**config.mk**
```make
export PLATFORM = sky130hd
export DESIGN_NAME = tdd_tx_sequencer
export DESIGN_NICKNAME = d
export VERILOG_FILES = /design/src/rtl/tdd_seq_pkg.sv /design/src/rtl/tdd_mode_resolver.sv /design/src/rtl/tdd_cycle_ctrl.sv /design/src/rtl/tdd_slot_decoder.sv /design/src/rtl/tdd_tx_sequencer.sv
export SDC_FILE = /design/constraint.sdc
export NUM_CORES = 1
export LEC_CHECK = 0
export BUFFER_PORTS_ARGS = -buffer_cell sky130_fd_sc_hd__buf_2
export CORE_MARGIN = 10
export CORE_UTILIZATION = 59
export CTS_CLUSTER_SIZE = 8
export DETAILED_ROUTE_END_ITERATION = 6
export PLACE_DENSITY = 0.84
export SETUP_SLACK_MARGIN = 0.3
export SLEW_MARGIN = 20
export SYNTH_ARGS = -nofsm -noshare
export SYNTH_HDL_FRONTEND = slang
export SYNTH_SLANG_ARGS = --single-unit
```
**constraint.sdc**
```tcl
create_clock -name clk -period 4.5 [get_ports clk]
set_clock_uncertainty 0.1 [all_clocks]
set_input_delay 0.225 -clock clk [delete_from_list [all_inputs] [get_ports clk]]
set_output_delay 0.225 -clock clk [all_outputs]
set_load 0.01 [all_outputs]
```
**src/rtl/tdd_seq_pkg.sv**
```systemverilog
package tdd_seq_pkg;

    localparam int MODE_W = 3;
    localparam int VAR_W  = 3;

    typedef enum logic [MODE_W-1:0] {
        TXM_SILENT = 3'd0,
        TXM_SYM    = 3'd1,
        TXM_ASYM   = 3'd2,
        TXM_EXT    = 3'd3,
        TXM_DATA   = 3'd4
    } txm_e;

    // link variants: first rate is this side's transmit direction
    localparam logic [VAR_W-1:0] VAR_LO_2P5  = 3'd0;
    localparam logic [VAR_W-1:0] VAR_LO_5G   = 3'd1;
    localparam logic [VAR_W-1:0] VAR_LO_10G  = 3'd2;
    localparam logic [VAR_W-1:0] VAR_MID_2P5 = 3'd3;
    localparam logic [VAR_W-1:0] VAR_HI_5G   = 3'd4;
    localparam logic [VAR_W-1:0] VAR_HI_10G  = 3'd5;

    typedef struct packed {
        logic [2:0] code;
        logic       on;
        logic       pam4;
        logic       r6g;
        logic       hdr;
    } slot_out_t;

endpackage

```
**src/rtl/tdd_mode_resolver.sv**
```systemverilog
module tdd_mode_resolver
    import tdd_seq_pkg::*;
(
    input  logic [MODE_W-1:0] mode_raw,
    input  logic [VAR_W-1:0]  variant,
    output txm_e              mode_res
);
    logic var_ok;
    logic ext_ok;

    always_comb begin
        var_ok = (variant <= VAR_HI_10G);
        ext_ok = (variant == VAR_LO_10G) || (variant == VAR_HI_10G);
        mode_res = TXM_SILENT;
        if (var_ok) begin
            case (mode_raw)
                3'd1:    mode_res = TXM_SYM;
                3'd2:    mode_res = TXM_ASYM;
                3'd3:    mode_res = ext_ok ? TXM_EXT : TXM_SILENT;
                3'd4:    mode_res = TXM_DATA;
                default: mode_res = TXM_SILENT;
            endcase
        end
    end
endmodule

```
**src/rtl/tdd_cycle_ctrl.sv**
```systemverilog
module tdd_cycle_ctrl
    import tdd_seq_pkg::*;
#(
    parameter int CNT_W = 16
) (
    input  logic             clk,
    input  logic             rst_n,
    input  logic             tick,
    input  logic             cfg_bad,
    input  txm_e             mode_res,
    input  logic [CNT_W-1:0] cycle_len,
    output txm_e             act_mode,
    output logic [CNT_W-1:0] slot_idx
);
    typedef struct packed {
        txm_e             act;
        logic [CNT_W-1:0] cnt;
    } ctl_t;

    ctl_t st_d, st_q;
    logic last_slot;

    always_comb begin
        st_d      = st_q;
        last_slot = (st_q.cnt == cycle_len - CNT_W'(1));
        if (cfg_bad) begin
            st_d.act = TXM_SILENT;
            st_d.cnt = '0;
        end else if (tick) begin
            if (st_q.act == TXM_SILENT) begin
                st_d.act = mode_res;
                st_d.cnt = '0;
            end else if (last_slot) begin
                st_d.act = mode_res;
                st_d.cnt = '0;
            end else begin
                st_d.cnt = st_q.cnt + CNT_W'(1);
            end
        end
    end

    always_ff @(posedge clk) begin
        if (!rst_n) begin
            st_q.act <= TXM_SILENT;
            st_q.cnt <= '0;
        end else begin
            st_q <= st_d;
        end
    end

    assign act_mode = st_q.act;
    assign slot_idx = st_q.cnt;
endmodule

```
**src/rtl/tdd_slot_decoder.sv**
```systemverilog
module tdd_slot_decoder
    import tdd_seq_pkg::*;
#(
    parameter int CNT_W = 16
) (
    input  txm_e             act_mode,
    input  logic [CNT_W-1:0] slot_idx,
    input  logic             slave,
    input  logic [VAR_W-1:0] variant,
    input  logic [CNT_W-1:0] on_len,
    input  logic [CNT_W-1:0] off_len,
    input  logic [CNT_W-1:0] hdr_len,
    input  logic             cfg_bad,
    output slot_out_t        so
);
    logic             in_burst;
    logic [CNT_W-1:0] burst_ofs;
    logic             hi_side;

    always_comb begin
        so        = '0;
        hi_side   = (variant == VAR_HI_5G) || (variant == VAR_HI_10G);
        in_burst  = slave ? (slot_idx >= off_len) : (slot_idx < on_len);
        burst_ofs = slave ? (slot_idx - off_len) : slot_idx;
        if (!cfg_bad && act_mode != TXM_SILENT && in_burst) begin
            so.on   = 1'b1;
            so.code = 3'(act_mode);
            so.hdr  = (burst_ofs < hdr_len);
            case (act_mode)
                TXM_ASYM: so.r6g = hi_side;
                TXM_EXT: begin
                    so.r6g  = (variant == VAR_HI_10G);
                    so.pam4 = (variant == VAR_HI_10G) && !so.hdr;
                end
                TXM_DATA: begin
                    so.pam4 = hi_side;
                    so.r6g  = (variant == VAR_HI_10G);
                end
                default: ;
            endcase
        end
    end
endmodule

```
**src/rtl/tdd_tx_sequencer.sv**
```systemverilog
module tdd_tx_sequencer
    import tdd_seq_pkg::*;
#(
    parameter int CNT_W = 16
) (
    input  logic             clk,
    input  logic             rst_n,
    input  logic             sym_tick,
    input  logic [2:0]       mode_in,
    input  logic [2:0]       cfg_variant,
    input  logic             cfg_slave,
    input  logic [CNT_W-1:0] cfg_cycle_len,
    input  logic [CNT_W-1:0] cfg_on_len,
    input  logic [CNT_W-1:0] cfg_off_len,
    input  logic [CNT_W-1:0] cfg_hdr_len,
    output logic [2:0]       im_code,
    output logic             tx_on,
    output logic             mod_pam4,
    output logic             rate_6g,
    output logic             hdr_phase,
    output logic             cfg_err
);
    localparam int SUM_W = CNT_W + 1;

    txm_e             mode_res;
    txm_e             act_mode;
    logic [CNT_W-1:0] slot_idx;
    slot_out_t        so;
    logic [SUM_W-1:0] len_sum;

    always_comb begin
        len_sum = SUM_W'(cfg_on_len) + SUM_W'(cfg_off_len);
        cfg_err = (len_sum != SUM_W'(cfg_cycle_len))
               || (cfg_on_len == '0)
               || (cfg_hdr_len > cfg_on_len);
    end

    tdd_mode_resolver res_i (
        .mode_raw (mode_in),
        .variant  (cfg_variant),
        .mode_res (mode_res)
    );

    tdd_cycle_ctrl #(.CNT_W(CNT_W)) ctl_i (
        .clk       (clk),
        .rst_n     (rst_n),
        .tick      (sym_tick),
        .cfg_bad   (cfg_err),
        .mode_res  (mode_res),
        .cycle_len (cfg_cycle_len),
        .act_mode  (act_mode),
        .slot_idx  (slot_idx)
    );

    tdd_slot_decoder #(.CNT_W(CNT_W)) dec_i (
        .act_mode (act_mode),
        .slot_idx (slot_idx),
        .slave    (cfg_slave),
        .variant  (cfg_variant),
        .on_len   (cfg_on_len),
        .off_len  (cfg_off_len),
        .hdr_len  (cfg_hdr_len),
        .cfg_bad  (cfg_err),
        .so       (so)
    );

    assign im_code   = so.code;
    assign tx_on     = so.on;
    assign mod_pam4  = so.pam4;
    assign rate_6g   = so.r6g;
    assign hdr_phase = so.hdr;
endmodule

```
[Word-level counts from Yosys, hierarchy flattened]
Index checks and enable logic that the tools add are counted.
Cells by class
  magnitude comparators: 5
  bitwise operators: 1
  $add $sub $neg: 4
  reduce and logical (&&, ||, !) cells: 16
  mux-type cells: 11
  eq/ne operators: 12
Operators by type and width (number)
  $lt A16 B16 Y1: 2
  $mux W16: 2
  $mux W19: 1
  $add A16 B16 Y17: 1
  $ne A17 B16 Y1: 1
  $add A16 B1 Y16 const B: 1
  $eq A16 B16 Y1: 1
  $ge A16 B16 Y1: 1
  $gt A16 B16 Y1: 1
  $logic_not A16 Y1: 1
  $sub A16 B1 Y16 const B: 1
  $sub A16 B16 Y16: 1
  $eq A3 B2 Y1 const B: 5
  $eq A3 B3 Y1 const B: 4
  $pmux W3 S4: 1
  $mux W7: 1
  $mux W3: 2
  $logic_or A1 B1 Y1: 4
  $pmux W1 S2: 2
  $reduce_or A2 Y1: 2
  $eq A3 B1 Y1 const B: 1
  $le A3 B3 Y1 const B: 1
  $logic_and A1 B1 Y1: 3
  $logic_not A3 Y1: 1
  7 further kinds: 8
Word-level totals
  register bits: 19
  output and inout port bits: 8
  word-level logic and storage cells: 51

[Longest topological paths before layout]
Gate-level depths: netlist (run 1).
  depth after elaboration: 8
  gate-level depth with buffers: 18
  gate-level depth less buffers: 18

[Modules after synthesis]
A second synthesis (run 1) with hierarchy kept.
Unflattened totals
  cells, all modules: 645
  area, all modules: 4894.7 um^2
Modules (own cells, without submodules)
  tdd_slot_decoder: cells an instance 274, instances 1, area an instance 1953.1 um^2, seq. area each 0.0 um^2
  tdd_cycle_ctrl: cells an instance 189, instances 1, area an instance 1535.2 um^2, seq. area each 380.4 um^2
  tdd_tx_sequencer: cells an instance 175, instances 1, area an instance 1348.8 um^2, seq. area each 0.0 um^2
  tdd_mode_resolver: cells an instance 7, instances 1, area an instance 57.6 um^2, seq. area each 0.0 um^2

[Least setup slack after synthesis (run 1)]
OpenSTA, ideal clock, no wires.
  kind: register -> output
  from: register ctl_i.st_q (netlist bit ctl_i.slot_idx[0])
  to: output mod_pam4
  arrival: 3.817 ns
  setup slack: 0.358 ns
  stages on the path, launching flop included: 19
  cell sequence: dfxtp_1 inv_1 ha_1 fa_1 nor2b_1 o31a_1 o31a_1 o21ai_0 nand2b_1 a21oi_1 and4b_1 or3_1 ha_1 nand4_1 a211oi_1 a2111oi_0 o21ai_0 nand4_1 a2111oi_0
Between the ends
  longest elaborated chain between the ends: 7
  elaborated cells on any way between the ends: 11
  those cells by class: 1 x add/sub; 3 x order compare; 4 x mux; 3 x reduce/logical
RTL lines
  from (decl): line tdd_cycle_ctrl.sv:20  | ctl_t st_d, st_q;
  from (signal assigned): line tdd_cycle_ctrl.sv:47  | st_q <= st_d;
  $sub A16 B16 Y16: line tdd_slot_decoder.sv:24  | burst_ofs = slave ? (slot_idx - off_len) : slot_idx;
  $mux W16: line tdd_slot_decoder.sv:24
  $lt A16 B16 Y1: line tdd_slot_decoder.sv:28  | so.hdr = (burst_ofs < hdr_len);
  $logic_not A1 Y1: line tdd_slot_decoder.sv:33  | so.pam4 = (variant == VAR_HI_10G) && !so.hdr;
  $logic_and A1 B1 Y1: line tdd_slot_decoder.sv:33
  $pmux W1 S2: line tdd_slot_decoder.sv:29  | case (act_mode)
  $mux W7 (*): line tdd_slot_decoder.sv:25  | if (!cfg_bad && act_mode != TXM_SILENT && in_burst) begin
  to (decl): line tdd_tx_sequencer.sv:18  | output logic mod_pam4,
Every way passes the cells marked *; elsewhere a longest branch is shown, timed or not.

[Worst setup path after layout (run 1)]
Same ends and word-level chain as after synthesis.

==> results of run 1 <==
## registers in the layout, indices dropped and copies added, names as in the netlist
name	flops
ctl_i.slot_idx	16
ctl_i.act_mode	3
## layout by cell type (no fill, tap or decap), types with 4 or more instances in the layout
cell type	synthesis	routed
nor2b_1	8	6
buf_2	4	81
o31ai_1	4	4
buf_4	1	21
inv_1	67	66
o211ai_1	9	9
o21a_1	9	9
nor2_1	36	36
and2_1	6	6
a21oi_1	35	34
o2111ai_1	4	4
nand2_1	37	37
mux2_2	9	8
a21o_1	13	13
ha_1	80	77
nand2b_1	9	9
o21bai_1	5	5
xnor2_1	44	44
a211oi_1	9	8
o21ai_0	29	27
xor2_1	23	23
nand3_1	16	15
nand4_1	22	22
nor3_1	33	33
dfxtp_1	19	18
nor4_1	14	13
## stage by stage
stage                     worst slack, ns  hold WS (ns)   util
final                               0.102         0.135  0.710
after global routing              -0.0670         0.146  0.710
after CTS                          0.0627         0.128  0.699
after detailed placement           0.0938         0.411  0.679
after global placement              0.334         0.400  0.679
after floorplan                     0.358         0.275      -
## kinds of logic (layout without fill, tap and decap cells)
| logic type | count (synthesis) | count (layout) | share of synthesized area |
|---|---|---|---|
| compound gates | 160 | 160 | 0.241 |
| xor+xnor | 67 | 67 | 0.124 |
| fa+ha+maj | 82 | 82 | 0.221 |
| buf+inv | 85 | 173 | 0.0695 |
| flops | 19 | 19 | 0.0806 |
| mux | 12 | 12 | 0.0278 |
| simple gates | 209 | 209 | 0.236 |
## final cells by class
cell class	instances	area, um^2	area share
flip-flops and latches	19	382	0.0692
well taps	102	128	0.0232
clock inverters	1	5.00	0.000908
multi-input cells	530	4140	0.751
clock buffers	3	41.3	0.00749
inverters	67	251	0.0456
repair buffers	102	563	0.102
## worst max-delay path, delay by kind of cell, from the launching register on
family | cells | cell delay (ns)
AOI/OAI and AO/OA | 8 | 1.32
and+or+nand+nor | 6 | 1.10
adders and majority gates | 3 | 0.80
DFF | 1 | 0.34
buffers and inverters | 2 | 0.25
## worst max path at each step
stage,from,end,slack (ns),depth (start not counted)
finish,ctl_i.slot_idx[0],mod_pam4,0.10,19
global route,ctl_i.slot_idx[0],hdr_phase,-0.07,18
CTS,ctl_i.slot_idx[0],mod_pam4,0.06,19
detailed placement,ctl_i.slot_idx[0],hdr_phase,0.09,18
global placement,ctl_i.slot_idx[0],hdr_phase,0.33,17
floorplan,ctl_i.slot_idx[0],mod_pam4,0.36,18
## metal layers
layer | share of wire | vias up | GRT usage
li1 | - | 2520 | -
met1 | 0.42 | 2526 | 0.330
met2 | 0.47 | 249 | 0.438
met3 | 0.081 | 38 | 0.0410
met4 | 0.026 | 0 | 0.0595
met5 | 0 | - | 0
## where the power goes
group	switching [mW]	internal, mW
logic	0.235	0.176
clock network	0.0651	0.0618
registers	0.0000000423	0.168
total	0.300	0.406
## what timing repair did
| action | CTS | global route |
|---|---|---|
| pin swaps | 12 | 12 |
| setup buffers | 4 | 4 |
| setup endpoints to repair | 2 | 6 |
| resized for setup | 20 | 8 |
| endpoints found under the hold margin | 0 | 0 |
==> results.sh, run 1 <==
export IMPL_max_slew_worst_pin_slew_ns=0.881
export IMPL_post_synth_top_count_cell="ha_1"
export IMPL_worst_skew_pair_late_latency_ns=0.27
export IMPL_route_detailed_wl_per_inst_um=19.3
export IMPL_syn_instance_count=634
export IMPL_worstSetupPathType="reg -> out"
export IMPL_cts_sinks=19
export IMPL_p_total_mw=0.706
export IMPL_synth_nets=790
export IMPL_critPathMaxStageDelay_ns=0.40
export IMPL_place_congestion=0.998
export IMPL_ys_seq_area_frac=0.0806
export IMPL_synth_top_area_cell="ha_1"
export IMPL_initial_core_util=0.607
export IMPL_diodes=0
export IMPL_cp_required_ns=4.18
export IMPL_crit_path_cell_trace="inv_2, ha_4, fa_2, nor2b_4, o31a_1, o31a_1, o21ai_1, nand2b_1, a21oi_2, and4b_1, or3_4, ha_4, nand4_1, a211oi_2, a2111oi_4, o21ai_2, nand4_1, a2111oi_2, buf_2"
export IMPL_cts_root_buf="clkbuf_8"
export IMPL_path_max_fanout=3
export IMPL_worstPathArrival_ns=4.07
export IMPL_die_height_um=109
export IMPL_post_route_cell_area_um2=5510
export IMPL_area_growth_pct=16.8
export IMPL_grt_total_usage=0.256
export IMPL_dominantRegCellSynth="dfxtp_1"
export IMPL_layout_worst_path_cycle_share=0.977
export IMPL_synth_top_area_frac=0.212
export IMPL_fill_cells=645
export IMPL_fmax_achieved_mhz=227
export IMPL_iter_0_drt_violations=438
export IMPL_critical_path_endpoint_type="output port"
export IMPL_startpoint_of_the_most_critical_register_to_register_path="ctl_i.slot_idx[5]"
export IMPL_finalWirelength_um=15900
export IMPL_grt_max_degree=25
export IMPL_hold_path_startpoint="mode_in[2]"
export IMPL_final_max_slew_viol_count=0
export IMPL_cts_hold_buffers_added=0
export IMPL_place_detailed_instances=812
export IMPL_final_instance_count_excl_fill=824
export IMPL_synthArstFlopShare=0
export IMPL_worstHoldPathType="in -> reg"
export IMPL_finalCriticalPeriod_ns=4.40
export IMPL_floorplan_core_area_um2=7770
export IMPL_cts_buffers=3
export IMPL_die_area_um2=12000
export IMPL_crit_path_start_kind="flop"
export IMPL_clk_pin_slew_worst_paths_ns=0.08
export IMPL_core_rowCount=32
export IMPL_synth_cell_area_um2=4720
export IMPL_dr_pass1_iters=5
export IMPL_max_cap_viol_count=0
export IMPL_first_global_vias=5077
export IMPL_final_layout_size_suffix_gt1_frac=0.204
export IMPL_tritoncts_clock_tree="yes"
export IMPL_synth_area_per_cell_um2=7.44
export IMPL_ff2ff_setup_slack_ns=1.53
export IMPL_whs_path_depth=3
export IMPL_routed_via_count=5333
export IMPL_ir_worst_vdd_mv=0.115
export IMPL_post_drt_via_cell_ratio=6.47
export IMPL_drc_violations_left=0
export IMPL_worst_r2r_endpoint="ctl_i.act_mode[2]"
export IMPL_synth_common_cells="ha_1, inv_1, xnor2_1"
export IMPL_htree_levels=1
export IMPL_total_leakage_power_nw=2.53
export IMPL_antenna_violating_nets_post_route=0
export IMPL_number_of_synthesized_flops_with_an_enable_pin=0
export IMPL_port_buffer_count=81
export IMPL_net_count_of_the_finished_layout=879
export IMPL_grt_pass1_wl_um=25100
export IMPL_postSynthRegisterBits=19
export IMPL_globalRouteOverflowTotal=0
export IMPL_whs_endpoint="ctl_i.act_mode[2]"
export IMPL_final_hold_viol_count=0
export IMPL_yosysWarnings=0
export IMPL_num_io_pins=82
export IMPL_grt_setup_unrepaired="true"
export IMPL_setup_total_negative_slack_ns=0
export IMPL_detailed_place_area_um2=5270
export IMPL_number_of_antenna_violations_at_the_first_check_in_global_routing=0
export IMPL_ff2ff_path_depth=9
export IMPL_ctsLongestPathBuffers=2
export IMPL_run_status="complete, no violations"
export IMPL_synth_distinct_cells=69
export IMPL_hpwlAfterDp_um=13000
export IMPL_timing_critical_path_slowest_stage_cell="or3_4"
export IMPL_power_density_nw_per_um2=128
export IMPL_die_w_um=109
export IMPL_ys_top_cells_by_area="ha_1, xnor2_1, dfxtp_1"
export IMPL_worst_slew_margin_rel=0.407
export IMPL_timing_final_setup_violations=0
Power figures use the tool's default switching activity.
==> run 2, diff against run 1 <==
--- a/config.mk
+++ b/config.mk
@@ -12,7 +12,6 @@
 export DETAILED_ROUTE_END_ITERATION = 6
 export PLACE_DENSITY = 0.84
 export SETUP_SLACK_MARGIN = 0.3
-export SLEW_MARGIN = 20
 export SYNTH_ARGS = -nofsm -noshare
 export SYNTH_HDL_FRONTEND = slang
 export SYNTH_SLANG_ARGS = --single-unit
==> constraint.sdc (replaced) <==
create_clock -name clk -period 4.41 [get_ports clk]
set_clock_uncertainty 0.1 [all_clocks]
set_input_delay 0.2205 -clock clk [delete_from_list [all_inputs] [get_ports clk]]
set_output_delay 0.2205 -clock clk [all_outputs]
set_load 0.01 [all_outputs]
==> results.sh, run 2 (synthesis results as in run 1) <==
export IMPL_final_layout_size_suffix_gt1_frac=0.207
export IMPL_p_total_mw=0.714
export IMPL_run_status="complete, no violations"
export IMPL_cp_required_ns=4.09
export IMPL_number_of_antenna_violations_at_the_first_check_in_global_routing=0
export IMPL_fmax_achieved_mhz=234
export IMPL_crit_path_cell_trace="inv_2, ha_4, fa_2, nor2b_2, o31a_1, o31a_1, o21ai_1, nand2b_1, a21oi_2, nor3_1, or3_4, ha_4, nand4_1, a211oi_2, a2111oi_2, o21ai_2, nand4_1, a2111oi_2, buf_2"
export IMPL_cts_root_buf="clkbuf_8"
export IMPL_grt_pass1_wl_um=24400
export IMPL_worst_slew_margin_rel=0.442
export IMPL_die_area_um2=12000
export IMPL_largest_reg_flops=16
export IMPL_path_max_fanout=3
export IMPL_net_count_of_the_finished_layout=878
export IMPL_htree_levels=1
export IMPL_core_rowCount=32
export IMPL_num_io_pins=82
export IMPL_area_growth_pct=16.9
export IMPL_timing_final_setup_violations=0
export IMPL_finalCriticalPeriod_ns=4.27
export IMPL_cts_sinks=19
export IMPL_antenna_violating_nets_post_route=0
export IMPL_power_density_nw_per_um2=129
export IMPL_fill_cells=655
export IMPL_iter_0_drt_violations=402
export IMPL_total_leakage_power_nw=2.52
export IMPL_final_hold_worst_slack_ns=0.143
export IMPL_die_height_um=109
export IMPL_die_w_um=109
export IMPL_timing_critical_path_slowest_stage_cell="or3_4"
export IMPL_place_detailed_instances=813
export IMPL_diodes=0
export IMPL_worstSetupPathType="reg -> out"
export IMPL_initial_core_util=0.607
export IMPL_critical_path_endpoint_type="output port"
export IMPL_layout_worst_path_cycle_share=0.968
export IMPL_grt_total_usage=0.249
export IMPL_first_global_vias=5085
export IMPL_worst_skew_pair_late_latency_ns=0.26
export IMPL_route_detailed_wl_per_inst_um=19.4
export IMPL_critPathMaxStageDelay_ns=0.38
export IMPL_worstPathArrival_ns=3.95
export IMPL_setup_total_negative_slack_ns=0
export IMPL_hpwlAfterDp_um=13400
export IMPL_place_congestion=0.965
export IMPL_utilization=0.710
export IMPL_layout_cells_most_common="buf_2"
export IMPL_finalWirelength_um=16000
export IMPL_routed_via_count=5335
export IMPL_final_hold_viol_count=0
export IMPL_grt_setup_unrepaired="true"
export IMPL_grt_max_degree=25
export IMPL_final_instance_count_excl_fill=823
export IMPL_globalRouteOverflowTotal=0
export IMPL_floorplan_core_area_um2=7770
export IMPL_cts_buffers=3
export IMPL_crit_path_start_kind="flop"
export IMPL_ir_worst_vdd_mv=0.154
export IMPL_cts_hold_buffers_added=0
export IMPL_final_max_slew_viol_count=0
export IMPL_drc_violations_left=0
export IMPL_max_slew_worst_pin_slew_ns=0.835
export IMPL_worstHoldPathType="in -> reg"
export IMPL_port_buffer_count=81
export IMPL_tritoncts_clock_tree="yes"
export IMPL_dr_pass1_iters=5
export IMPL_clk_pin_slew_worst_paths_ns=0.08
export IMPL_most_common_layout_cells="buf_2, ha_1, inv_1"
export IMPL_ctsLongestPathBuffers=2
export IMPL_max_cap_viol_count=0
export IMPL_post_drt_via_cell_ratio=6.48
[run 2: changes by cell type in the layout (fill, tap and decap cells not counted), moves of 2 or more]
cell,change
o2111ai_1,-2
a2111oi_2,+2
a2111oi_4,-2
buf_4,-2
[run 2: metal layers]
layer  up-vias  GRT usage  wire [um]  share of wire
met1      2503      0.316       6730           0.42
met3        47     0.0281       1250          0.078
met5         -          0          0              0
met4         0      0.103        659          0.041
li1       2528          -          -              -
met2       257      0.420       7360           0.46
[run 2: where the power goes]
part	internal [mW]	total [mW]	switching [mW]
clock network	0.0630	0.127	0.0640
logic	0.178	0.416	0.238
registers	0.171	0.171	0.0000000419
[run 2: final cells by class]
cell class,count,area (um^2),share of cell area
timing repair buffer,101,559,0.101
clock buffer,3,41.3,0.00748
sequential,19,383,0.0694
tap,102,128,0.0231
multi-input combinational,530,4150,0.752
inverter,67,251,0.0456
clock inverter,1,5.00,0.000907
[run 2: final timing paths]
path | cells after the start | slack [ns] | from | end
min reg2reg | 2 | 0.42 | ctl_i.slot_idx[1] | ctl_i.slot_idx[1]
max reg2reg | 9 | 1.35 | ctl_i.slot_idx[5] | ctl_i.slot_idx[0]
max | 19 | 0.14 | ctl_i.slot_idx[0] | mod_pam4
min | 3 | 0.14 | mode_in[2] | ctl_i.act_mode[2]
[run 2: worst max-delay path: cells and delay by family, from the launching register on]
kind / cells / cell delay, ns
adders and majority gates: 3 / 0.62
buffers and inverters: 2 / 0.26
AOI/OAI and AO/OA: 8 / 1.61
and+or+nand+nor: 6 / 0.84
DFF: 1 / 0.33
[run 2: stage by stage]
step | setup WS, ns | area [um^2]
after CTS | 0.00637 | 5450
after global placement | 0.285 | 5280
after floorplan | 0.378 | 4720
after detailed placement | 0.0714 | 5280
final | 0.140 | 5520
after global routing | -0.0538 | 5520
[run 2: repair_timing]
| item | in CTS | in global routing |
|---|---|---|
| endpoints found under the setup margin | 2 | 3 |
| pin swaps | 18 | 12 |
| resized for setup | 18 | 11 |
| endpoints found under the hold margin | 0 | 0 |
| setup buffers | 5 | 1 |
==> run 3, diff against run 2 <==
--- a/config.mk
+++ b/config.mk
@@ -7,10 +7,10 @@
 export LEC_CHECK = 0
 export BUFFER_PORTS_ARGS = -buffer_cell sky130_fd_sc_hd__buf_2
 export CORE_MARGIN = 10
-export CORE_UTILIZATION = 59
+export CORE_UTILIZATION = 60
 export CTS_CLUSTER_SIZE = 8
 export DETAILED_ROUTE_END_ITERATION = 6
-export PLACE_DENSITY = 0.84
+export PLACE_DENSITY = 0.86
 export SETUP_SLACK_MARGIN = 0.3
 export SYNTH_ARGS = -nofsm -noshare
 export SYNTH_HDL_FRONTEND = slang
==> constraint.sdc (replaced) <==
create_clock -name clk -period 5.15 [get_ports clk]
set_clock_uncertainty 0.1 [all_clocks]
set_input_delay 0.2575 -clock clk [delete_from_list [all_inputs] [get_ports clk]]
set_output_delay 0.2575 -clock clk [all_outputs]
set_load 0.01 [all_outputs]
==> results.sh, run 3 (synthesis results as in run 1) <==
export IMPL_critical_path_endpoint_type="output port"
export IMPL_startpoint_of_the_most_critical_register_to_register_path="ctl_i.slot_idx[5]"
export IMPL_floorplan_core_area_um2=7690
export IMPL_finalWirelength_um=14900
export IMPL_total_leakage_power_nw=2.46
export IMPL_drc_violations_left=0
export IMPL_worstPathArrival_ns=4.31
export IMPL_cts_root_buf="clkbuf_8"
export IMPL_layout_worst_path_cycle_share=0.906
export IMPL_startpoint="ctl_i.slot_idx[2]"
export IMPL_whs_endpoint="ctl_i.act_mode[2]"
export IMPL_utilization=0.700
export IMPL_post_route_cell_area_um2=5380
export IMPL_grt_total_usage=0.237
export IMPL_run_status="complete, no violations"
export IMPL_htree_levels=1
export IMPL_finalCriticalPeriod_ns=4.66
export IMPL_die_height_um=109
export IMPL_crit_path_start_kind="flop"
export IMPL_post_drt_via_cell_ratio=6.25
export IMPL_final_layout_size_suffix_gt1_frac=0.187
export IMPL_timing_final_setup_violations=0
export IMPL_final_hold_viol_count=0
export IMPL_first_global_vias=4905
export IMPL_number_of_antenna_violations_at_the_first_check_in_global_routing=0
export IMPL_path_max_fanout=5
export IMPL_num_io_pins=82
export IMPL_grt_pass1_wl_um=23200
export IMPL_area_growth_pct=14.1
export IMPL_ir_worst_vdd_mv=0.0860
export IMPL_diodes=0
export IMPL_hold_path_startpoint="mode_in[2]"
export IMPL_worst_slew_margin_rel=0.246
export IMPL_ff2ff_path_depth=8
export IMPL_clk_pin_slew_worst_paths_ns=0.08
export IMPL_worstSetupPathType="reg -> out"
export IMPL_tritoncts_clock_tree="yes"
export IMPL_die_area_um2=11800
export IMPL_place_congestion=0.974
export IMPL_worstHoldPathType="in -> reg"
export IMPL_final_max_slew_viol_count=0
export IMPL_worst_skew_pair_late_latency_ns=0.26
export IMPL_detailed_place_area_um2=5180
export IMPL_max_cap_viol_count=0
export IMPL_antenna_violating_nets_post_route=0
export IMPL_ctsLongestPathBuffers=2
export IMPL_max_slew_worst_pin_slew_ns=1.13
export IMPL_setup_total_negative_slack_ns=0
export IMPL_ff2ff_setup_slack_ns=2.13
export IMPL_initial_core_util=0.614
export IMPL_dr_pass1_iters=5
export IMPL_globalRouteOverflowTotal=0
export IMPL_most_common_layout_cells="buf_2, ha_1, inv_1"
export IMPL_die_w_um=109
export IMPL_worst_r2r_endpoint="ctl_i.act_mode[2]"
export IMPL_route_detailed_wl_per_inst_um=18.4
export IMPL_final_hold_worst_slack_ns=0.160
export IMPL_cts_sinks=19
export IMPL_fmax_achieved_mhz=214
export IMPL_largest_reg_flops=16
export IMPL_cp_required_ns=4.79
export IMPL_iter_0_drt_violations=350
export IMPL_routed_via_count=5075
export IMPL_grt_max_degree=25
export IMPL_whs_path_depth=3
export IMPL_port_buffer_count=81
export IMPL_grt_setup_unrepaired="true"
export IMPL_hpwlAfterDp_um=12400
export IMPL_core_rowCount=32
export IMPL_cts_buffers=3
export IMPL_power_density_nw_per_um2=111
export IMPL_net_count_of_the_finished_layout=867
export IMPL_layout_cells_most_common="buf_2"
==> run 3: worst max-delay path: stages (launching register included) <==
cell and delay, ns:
dfxtp_4 0.38, ha_2 0.30, nor2b_2 0.17, o31a_1 0.31, o31a_1 0.33, o21ai_1 0.13
nand2b_1 0.11, xor2_1 0.15, mux2_2 0.27, ha_1 0.29, a21o_1 0.20, a21o_1 0.22
a2111oi_4 0.38, o21ai_2 0.13, buf_4 0.15, a2111oi_2 0.34, buf_2 0.19
==> run 3: how the worst max path moves through the flow <==
stage                     end  depth (start not counted)
finish              hdr_phase                         16
global route         mod_pam4                         19
CTS                  mod_pam4                         19
detailed placement   mod_pam4                         19
global placement    hdr_phase                         15
floorplan            mod_pam4                         18
==> run 3: power breakdown <==
part / internal, mW / leakage (nW) / switching, mW / total [mW]
clock network: 0.0552 / 0.0228 / 0.0536 / 0.109
registers: 0.146 / 0.156 / 0.0000000342 / 0.146
logic: 0.148 / 2.28 / 0.193 / 0.341
==> run 3: metrics by stage <==
stage               power (mW)  instances  setup WS [ns]
global route             0.635        812          0.269
detailed placement       0.471        800          0.418
global placement         0.461        800          0.612
floorplan                0.372        634          0.975
CTS                      0.576        804          0.311
finish                   0.596        812          0.486
==> run 3: cell type report <==
class | instances | area (um^2)
well taps | 102 | 128
inverters | 67 | 254
fillers | 702 | 2310
flip-flops and latches | 19 | 390
repair buffers | 90 | 473
clock buffers | 4 | 45.0
multi-input cells | 530 | 4090
==> run 3: metal layers <==
metal,track usage,share of wire,vias to the layer above,wire [um]
met5,0,0,-,0
met4,0.0621,0.023,0,342
li1,-,-,2496,-
met2,0.402,0.47,194,7030
met1,0.304,0.43,2358,6410
met3,0.0413,0.076,27,1130
==> run 3: what timing repair did <==
| action | in CTS | in global routing |
|---|---|---|
| setup buffers | 0 | 8 |
| pin swaps | 0 | 11 |
| resized for setup | 3 | 24 |
| hold buffers | 0 | 0 |
| endpoints found under the setup margin | 2 | 2 |
